File: src/rtl/sram_lane_pkg.sv
package sram_lane_pkg;

  localparam int unsigned ADDR_W = 17;
  localparam int unsigned LANES  = 4;
  localparam int unsigned LANE_W = 8;

  typedef enum logic [2:0] {
    ST_IDLE,
    ST_READ,
    ST_WSETUP,
    ST_WSTROBE,
    ST_RECOVER
  } ctrl_state_e;

  function automatic int unsigned max4(int unsigned a, int unsigned b,
                                       int unsigned c, int unsigned d);
    int unsigned m;
    m = a;
    if (b > m) m = b;
    if (c > m) m = c;
    if (d > m) m = d;
    return m;
  endfunction

endpackage

File: src/rtl/sram_lane_timer.sv
module sram_lane_timer #(
  parameter int unsigned CNT_W = 2
) (
  input  logic             clk,
  input  logic             rst_n,
  input  logic             load,
  input  logic [CNT_W-1:0] load_val,
  output logic             expired
);

  logic [CNT_W-1:0] cnt_q, cnt_d;

  always_comb begin
    cnt_d = cnt_q;
    if (load) begin
      cnt_d = load_val;
    end else if (cnt_q != '0) begin
      cnt_d = cnt_q - CNT_W'(1);
    end
  end

  always_ff @(posedge clk or negedge rst_n) begin
    if (!rst_n) begin
      cnt_q <= '0;
    end else begin
      cnt_q <= cnt_d;
    end
  end

  assign expired = (cnt_q == '0);

endmodule

File: src/rtl/sram_lane_slice.sv
module sram_lane_slice #(
  parameter int unsigned LANE_W = 8
) (
  input  logic              clk,
  input  logic              rst_n,
  input  logic              accept,
  input  logic              be_in,
  input  logic              ce_act_d,
  input  logic              cap,
  input  logic [LANE_W-1:0] dq_byte,
  output logic              ce_n,
  output logic [LANE_W-1:0] rbyte
);

  logic              be_q, be_d;
  logic              ce_n_q;
  logic [LANE_W-1:0] rbyte_q, rbyte_d;

  always_comb begin
    be_d    = accept ? be_in : be_q;
    rbyte_d = rbyte_q;
    if (cap) begin
      rbyte_d = be_d ? dq_byte : '0;
    end
  end

  always_ff @(posedge clk or negedge rst_n) begin
    if (!rst_n) begin
      be_q    <= 1'b0;
      ce_n_q  <= 1'b1;
      rbyte_q <= '0;
    end else begin
      be_q    <= be_d;
      ce_n_q  <= !(ce_act_d && be_d);
      rbyte_q <= rbyte_d;
    end
  end

  assign ce_n  = ce_n_q;
  assign rbyte = rbyte_q;

endmodule

File: src/rtl/sram_lane_ctrl.sv
module sram_lane_ctrl
  import sram_lane_pkg::*;
#(
  parameter int unsigned AW      = ADDR_W,
  parameter int unsigned NLANE   = LANES,
  parameter int unsigned LW      = LANE_W,
  parameter int unsigned RD_CYC  = 2,
  parameter int unsigned DSU_CYC = 1,
  parameter int unsigned WE_CYC  = 2,
  parameter int unsigned GAP_CYC = 1
) (
  input  logic                clk,
  input  logic                rst_n,
  input  logic                req,
  input  logic                req_we,
  input  logic [AW-1:0]       req_addr,
  input  logic [NLANE-1:0]    req_be,
  input  logic [NLANE*LW-1:0] req_wdata,
  output logic                ack,
  output logic [NLANE*LW-1:0] rdata,
  output logic [AW-1:0]       mem_addr,
  output logic [NLANE-1:0]    mem_ce_n,
  output logic                mem_we_n,
  output logic                mem_oe_n,
  output logic [NLANE*LW-1:0] mem_dq_o,
  output logic                mem_dq_oe,
  input  logic [NLANE*LW-1:0] mem_dq_i
);

  localparam int unsigned DW      = NLANE * LW;
  localparam int unsigned MAX_CYC = max4(RD_CYC, DSU_CYC, WE_CYC, GAP_CYC);
  localparam int unsigned CNT_W   = (MAX_CYC < 2) ? 1 : $clog2(MAX_CYC);
  localparam logic [CNT_W-1:0] RD_LD  = CNT_W'(RD_CYC - 1);
  localparam logic [CNT_W-1:0] DSU_LD = CNT_W'(DSU_CYC - 1);
  localparam logic [CNT_W-1:0] WE_LD  = CNT_W'(WE_CYC - 1);
  localparam logic [CNT_W-1:0] GAP_LD = CNT_W'(GAP_CYC - 1);

  // reset: asserted asynchronously, released on a clock edge
  logic [1:0] rst_pipe;
  logic       rst_l;

  always_ff @(posedge clk or negedge rst_n) begin
    if (!rst_n) begin
      rst_pipe <= 2'b00;
    end else begin
      rst_pipe <= {rst_pipe[0], 1'b1};
    end
  end
  assign rst_l = rst_pipe[1];

  ctrl_state_e      state_q, state_d;
  logic             accept, cap, ack_d, ld, expired;
  logic [CNT_W-1:0] ld_val;
  logic             ce_act_d;
  logic             we_n_q, oe_n_q, drv_q, ack_q;
  logic [AW-1:0]    addr_q;
  logic [DW-1:0]    wdata_q;

  sram_lane_timer #(.CNT_W(CNT_W)) u_timer (
    .clk      (clk),
    .rst_n    (rst_l),
    .load     (ld),
    .load_val (ld_val),
    .expired  (expired)
  );

  // next-state logic
  always_comb begin
    state_d = state_q;
    ld      = 1'b0;
    ld_val  = '0;
    accept  = 1'b0;
    cap     = 1'b0;
    ack_d   = 1'b0;
    case (state_q)
      ST_IDLE: begin
        if (req) begin
          accept = 1'b1;
          ld     = 1'b1;
          if (req_be == '0) begin
            state_d = ST_RECOVER;
            ld_val  = GAP_LD;
            ack_d   = 1'b1;
            cap     = !req_we;
          end else if (req_we) begin
            state_d = ST_WSETUP;
            ld_val  = DSU_LD;
          end else begin
            state_d = ST_READ;
            ld_val  = RD_LD;
          end
        end
      end
      ST_READ: begin
        if (expired) begin
          state_d = ST_RECOVER;
          ld      = 1'b1;
          ld_val  = GAP_LD;
          cap     = 1'b1;
          ack_d   = 1'b1;
        end
      end
      ST_WSETUP: begin
        if (expired) begin
          state_d = ST_WSTROBE;
          ld      = 1'b1;
          ld_val  = WE_LD;
        end
      end
      ST_WSTROBE: begin
        if (expired) begin
          state_d = ST_RECOVER;
          ld      = 1'b1;
          ld_val  = GAP_LD;
          ack_d   = 1'b1;
        end
      end
      ST_RECOVER: begin
        if (expired) state_d = ST_IDLE;
      end
      default: state_d = ST_IDLE;
    endcase
  end

  assign ce_act_d = (state_d == ST_READ) || (state_d == ST_WSETUP) ||
                    (state_d == ST_WSTROBE);

  // registers: strobes are decoded from the next state so the pins are flop outputs
  always_ff @(posedge clk or negedge rst_l) begin
    if (!rst_l) begin
      state_q <= ST_IDLE;
      we_n_q  <= 1'b1;
      oe_n_q  <= 1'b1;
      drv_q   <= 1'b0;
      ack_q   <= 1'b0;
      addr_q  <= '0;
      wdata_q <= '0;
    end else begin
      state_q <= state_d;
      we_n_q  <= (state_d != ST_WSTROBE);
      oe_n_q  <= (state_d != ST_READ);
      drv_q   <= (state_d == ST_WSETUP) || (state_d == ST_WSTROBE);
      ack_q   <= ack_d;
      if (accept) begin
        addr_q  <= req_addr;
        wdata_q <= req_wdata;
      end
    end
  end

  for (genvar g = 0; g < NLANE; g++) begin : g_lane
    sram_lane_slice #(.LANE_W(LW)) u_slice (
      .clk      (clk),
      .rst_n    (rst_l),
      .accept   (accept),
      .be_in    (req_be[g]),
      .ce_act_d (ce_act_d),
      .cap      (cap),
      .dq_byte  (mem_dq_i[g*LW +: LW]),
      .ce_n     (mem_ce_n[g]),
      .rbyte    (rdata[g*LW +: LW])
    );
  end

  assign ack       = ack_q;
  assign mem_addr  = addr_q;
  assign mem_we_n  = we_n_q;
  assign mem_oe_n  = oe_n_q;
  assign mem_dq_o  = wdata_q;
  assign mem_dq_oe = drv_q;

endmodule

File: config.mk
export PLATFORM = sky130hd
export DESIGN_NAME = sram_lane_ctrl
export DESIGN_NICKNAME = d
export VERILOG_FILES = /design/src/rtl/sram_lane_pkg.sv /design/src/rtl/sram_lane_timer.sv /design/src/rtl/sram_lane_slice.sv /design/src/rtl/sram_lane_ctrl.sv
export SDC_FILE = /design/constraint.sdc
export NUM_CORES = 1
export LEC_CHECK = 0
export ABC_CLOCK_PERIOD_IN_PS = 8400
export BUFFER_PORTS_ARGS = -buffer_cell sky130_fd_sc_hd__buf_2
export CORE_ASPECT_RATIO = 0.7
export CORE_MARGIN = 5
export CORE_UTILIZATION = 50
export CTS_BUF_LIST = sky130_fd_sc_hd__clkbuf_16
export DETAILED_ROUTE_END_ITERATION = 8
export MAX_ROUTING_LAYER = met4
export PLACE_DENSITY = 0.84
export SLEW_MARGIN = 20
export SYNTH_ARGS = -nofsm -noshare
export SYNTH_HDL_FRONTEND = slang
export SYNTH_SLANG_ARGS = --single-unit
File: constraint.sdc
create_clock -name clk -period 8.4 [get_ports clk]
set_input_delay 1.26 -clock clk [delete_from_list [all_inputs] [get_ports clk]]
set_output_delay 1.26 -clock clk [all_outputs]
set_load 0.02 [all_outputs]
==> impl_metrics.json <==
{
  "layout-drive-gt1-share_pct": 53.6,
  "n_antenna_cell": 0,
  "io_buffers": 177,
  "number_of_filler_cells_placed_in_the_layout": 610,
  "detail_route.first_pass.iterations": 4,
  "finalHoldViolations": 0,
  "pre_cts_setup_slack_ns": 5.14,
  "timing.hold.ws_ns": 0.272,
  "finalWeightedCongestion": 0.849,
  "cp_data_arrival_time_ns": 3.07,
  "synth_cell_types": 27,
  "async_reset_ff_share_pct": 100,
  "synth_top_flop_cell": "sky130_fd_sc_hd__dfrtp_1",
  "critical_path_required_ns": 8.57,
  "r2r_endpoint": "g_lane[0].u_slice.rbyte[2]",
  "detailroute.via_count": 2758,
  "grt_start_max_net_pins": 66,
  "cts_tree": "built",
  "die_height_um": 84.6,
  "finalWorstSetupSlack_ns": 5.50,
  "cts_made_buffers": 9,
  "fin_skew_ns": 0.00412,
  "route.antenna.remaining_nets": 0,
  "mostFrequentLayoutCell": "sky130_fd_sc_hd__buf_2",
  "post_cts_buffers": 0,
  "grt_pass1_vias": 2899,
  "power_per_cell_area_mw_per_mm2": 437,
  "post_detail_place_hpwl_um": 6510,
  "cts_hold_buffers": 0,
  "design.core.area_sq_mm": 0.00780,
  "timing.setup.tns_ns": 0,
  "syn_area_per_cell_sq_um": 13.4,
  "final.period_utilization_pct": 34.5,
  "synth_seq_area_share_pct": 62.5,
  "static-leakage-power_nw": 2.79,
  "biggest_area_consumer_among_synthesized_cells": "sky130_fd_sc_hd__dfrtp_1",
  "ys_top_cells_by_area": "sky130_fd_sc_hd__dfrtp_1 59%, sky130_fd_sc_hd__mux2_2 14%, sky130_fd_sc_hd__mux2i_1 8.1%",
  "achievable-frequency_mhz": 345,
  "synth_largest_type_area_fraction_pct": 58.5,
  "finalNonFillerCells": 577,
  "postSynthRegisterBits": 99,
  "vdd_drop_max_mv": 0.275,
  "timing.setup.critical_path_class": "in2reg",
  "run_status": "finished, final reports clean",
  "worst_skew_pair.late_latency_ns": 0.33,
  "cts.htree.levels": 3,
  "reg2regPathDepth": 5,
  "period_minus_slack_ns": 2.90,
  "setup.reg_to_reg.worst_slack_ns": 5.91,
  "clockBufferDepth": 2,
  "path_clk_slew_ns": 0.06,
  "standard_cell_row_count": 27,
  "most-common-layout-cells": "177 x sky130_fd_sc_hd__buf_2, 92 x sky130_fd_sc_hd__dfrtp_1, 50 x sky130_fd_sc_hd__mux2_2, 40 x sky130_fd_sc_hd__nand2_1, 33 x sky130_fd_sc_hd__inv_1",
  "rsz0062_at_grt": "no",
  "initial_utilization_pct": 51.0,
  "critPathCaptureType": "register",
  "syn-instance-count": 296,
  "floorplan.die_area_sq_mm": 0.00987,
  "placedCellCount": 561,
  "worstPathMaxFanout": 57,
  "drc": 0,
  "route.detailed.vias_per_inst": 4.78,
  "ys.warnings.count": 0,
  "cts_resized": 0,
  "slew_worst_pin_ns": 0.983,
  "cts_sinks": 99,
  "relSlewSlack_pct": 34.5,
  "flow.area_growth_from_synthesis_pct": 30.1,
  "dr.first_iter.drc_count": 119,
  "cp-start-kind": "input pin",
  "number_of_antenna_violations_at_the_first_check_in_global_routing": 0,
  "cts-root-buf": "sky130_fd_sc_hd__clkbuf_16",
  "die-width_um": 117,
  "min-delay-path-class": "reg2async",
  "postSynthNetCount": 385,
  "worst_reg2reg_path_startpoint": "state_q[1]",
  "cap_violations": 0,
  "finalSetupViolCount": 0,
  "synth_enable_flop_cells": 0,
  "route.final.wire_length_um": 8880,
  "synth_area_sq_mm": 0.00398,
  "route.detailed.wl_per_inst_um": 15.4,
  "globalRoute.totalOverflow": 0,
  "groute.usage.overall_pct": 19.3,
  "grt_first_pass_wirelength_um": 14400,
  "dpl_cell_area_sq_mm": 0.00489,
  "final_design_area_no_fill_sq_mm": 0.00517,
  "nets": 560,
  "timing_max_transition_violations_final": 0,
  "io_pins": 178
}
==> how the worst max path moves through the flow <==
| stage | from | to | slack, ns | depth (start not counted) |
|---|---|---|---|---|
| after floorplan | rst_pipe[1] | ack | 5.45 | 0 |
| after global placement | req | g_lane[1].u_slice.rbyte[4] | 5.22 | 6 |
| after detailed placement | req | g_lane[3].u_slice.rbyte[7] | 5.14 | 6 |
| after CTS | req | g_lane[0].u_slice.rbyte[2] | 5.48 | 6 |
| after global routing | req | g_lane[0].u_slice.rbyte[2] | 5.35 | 6 |
| final | req | g_lane[0].u_slice.rbyte[2] | 5.50 | 6 |
==> registers in the layout (all words and copies together) (netlist names) <==
register,count
mem_oe_n,1
g_lane.u_slice.be_q,4
mem_dq_o,32
mem_addr,17
u_timer.cnt_q,1
g_lane.u_slice.rbyte,32
g_lane.u_slice.ce_n,4
ack,1
mem_dq_oe,1
rst_pipe,2
mem_we_n,1
state_q,3
==> cell usage after synthesis (all sizes together), types with 2 or more instances <==
library cell,count
dfrtp,93
mux2,53
nand2,41
inv,33
mux2i,32
buf,15
dfstp,6
o21ai,5
a21oi,2
a32o,2
nand2b,2
o32a,2
==> metal layers <==
metal  track usage, %  vias up  part of all wire [%]
li1                 -     1319                     -
met1             24.3     1316                    42
met2             30.0      110                    48
met3             5.33       13                   7.9
met4             7.40        0                   2.0
met5                -        -                     0
==> worst max-delay path, cell delays in order <==
cell	delay, ns
sky130_fd_sc_hd__buf_2	0.08
sky130_fd_sc_hd__nor4b_4	0.17
sky130_fd_sc_hd__buf_4	0.60
sky130_fd_sc_hd__nand2_2	0.14
sky130_fd_sc_hd__o32a_2	0.56
sky130_fd_sc_hd__mux2i_1	0.24
==> layout make-up <==
type	count	area (sq um)	share of cell area (%)
Multi-Input combinational cell	149	1250	24.2
Timing Repair Buffer	179	901	17.4
Inverter	33	124	2.39
Clock buffer	9	225	4.35
Clock inverter	7	58.8	1.14
Tap cell	101	126	2.44
Sequential cell	99	2490	48.1
==> kinds of logic (layout without fill, tap and decap cells) <==
logic type	count (synthesis)	count (layout)	synth area share, %
DFF	99	99	62.5
muxes	85	85	23.3
and+or+nand+nor	51	51	5.95
buffers and inverters	48	228	6.10
AOI/OAI and AO/OA	12	12	2.04
other	1	1	0.0943
==> stage by stage <==
step	utilization, %	total power (W)
CTS	66.3	0.00229
finish	66.3	0.00226
detailed placement	62.7	0.00189
global route	66.3	0.00241
floorplan	-	0.00157
global placement	62.7	0.00184
==> power by group <==
group          internal (W)  total [W]  switching (W)
logic              0.000419    0.00102       0.000602
clock network      0.000227   0.000392       0.000166
registers          0.000719   0.000849       0.000130
Note: power is estimated with default switching activity, not from simulation.
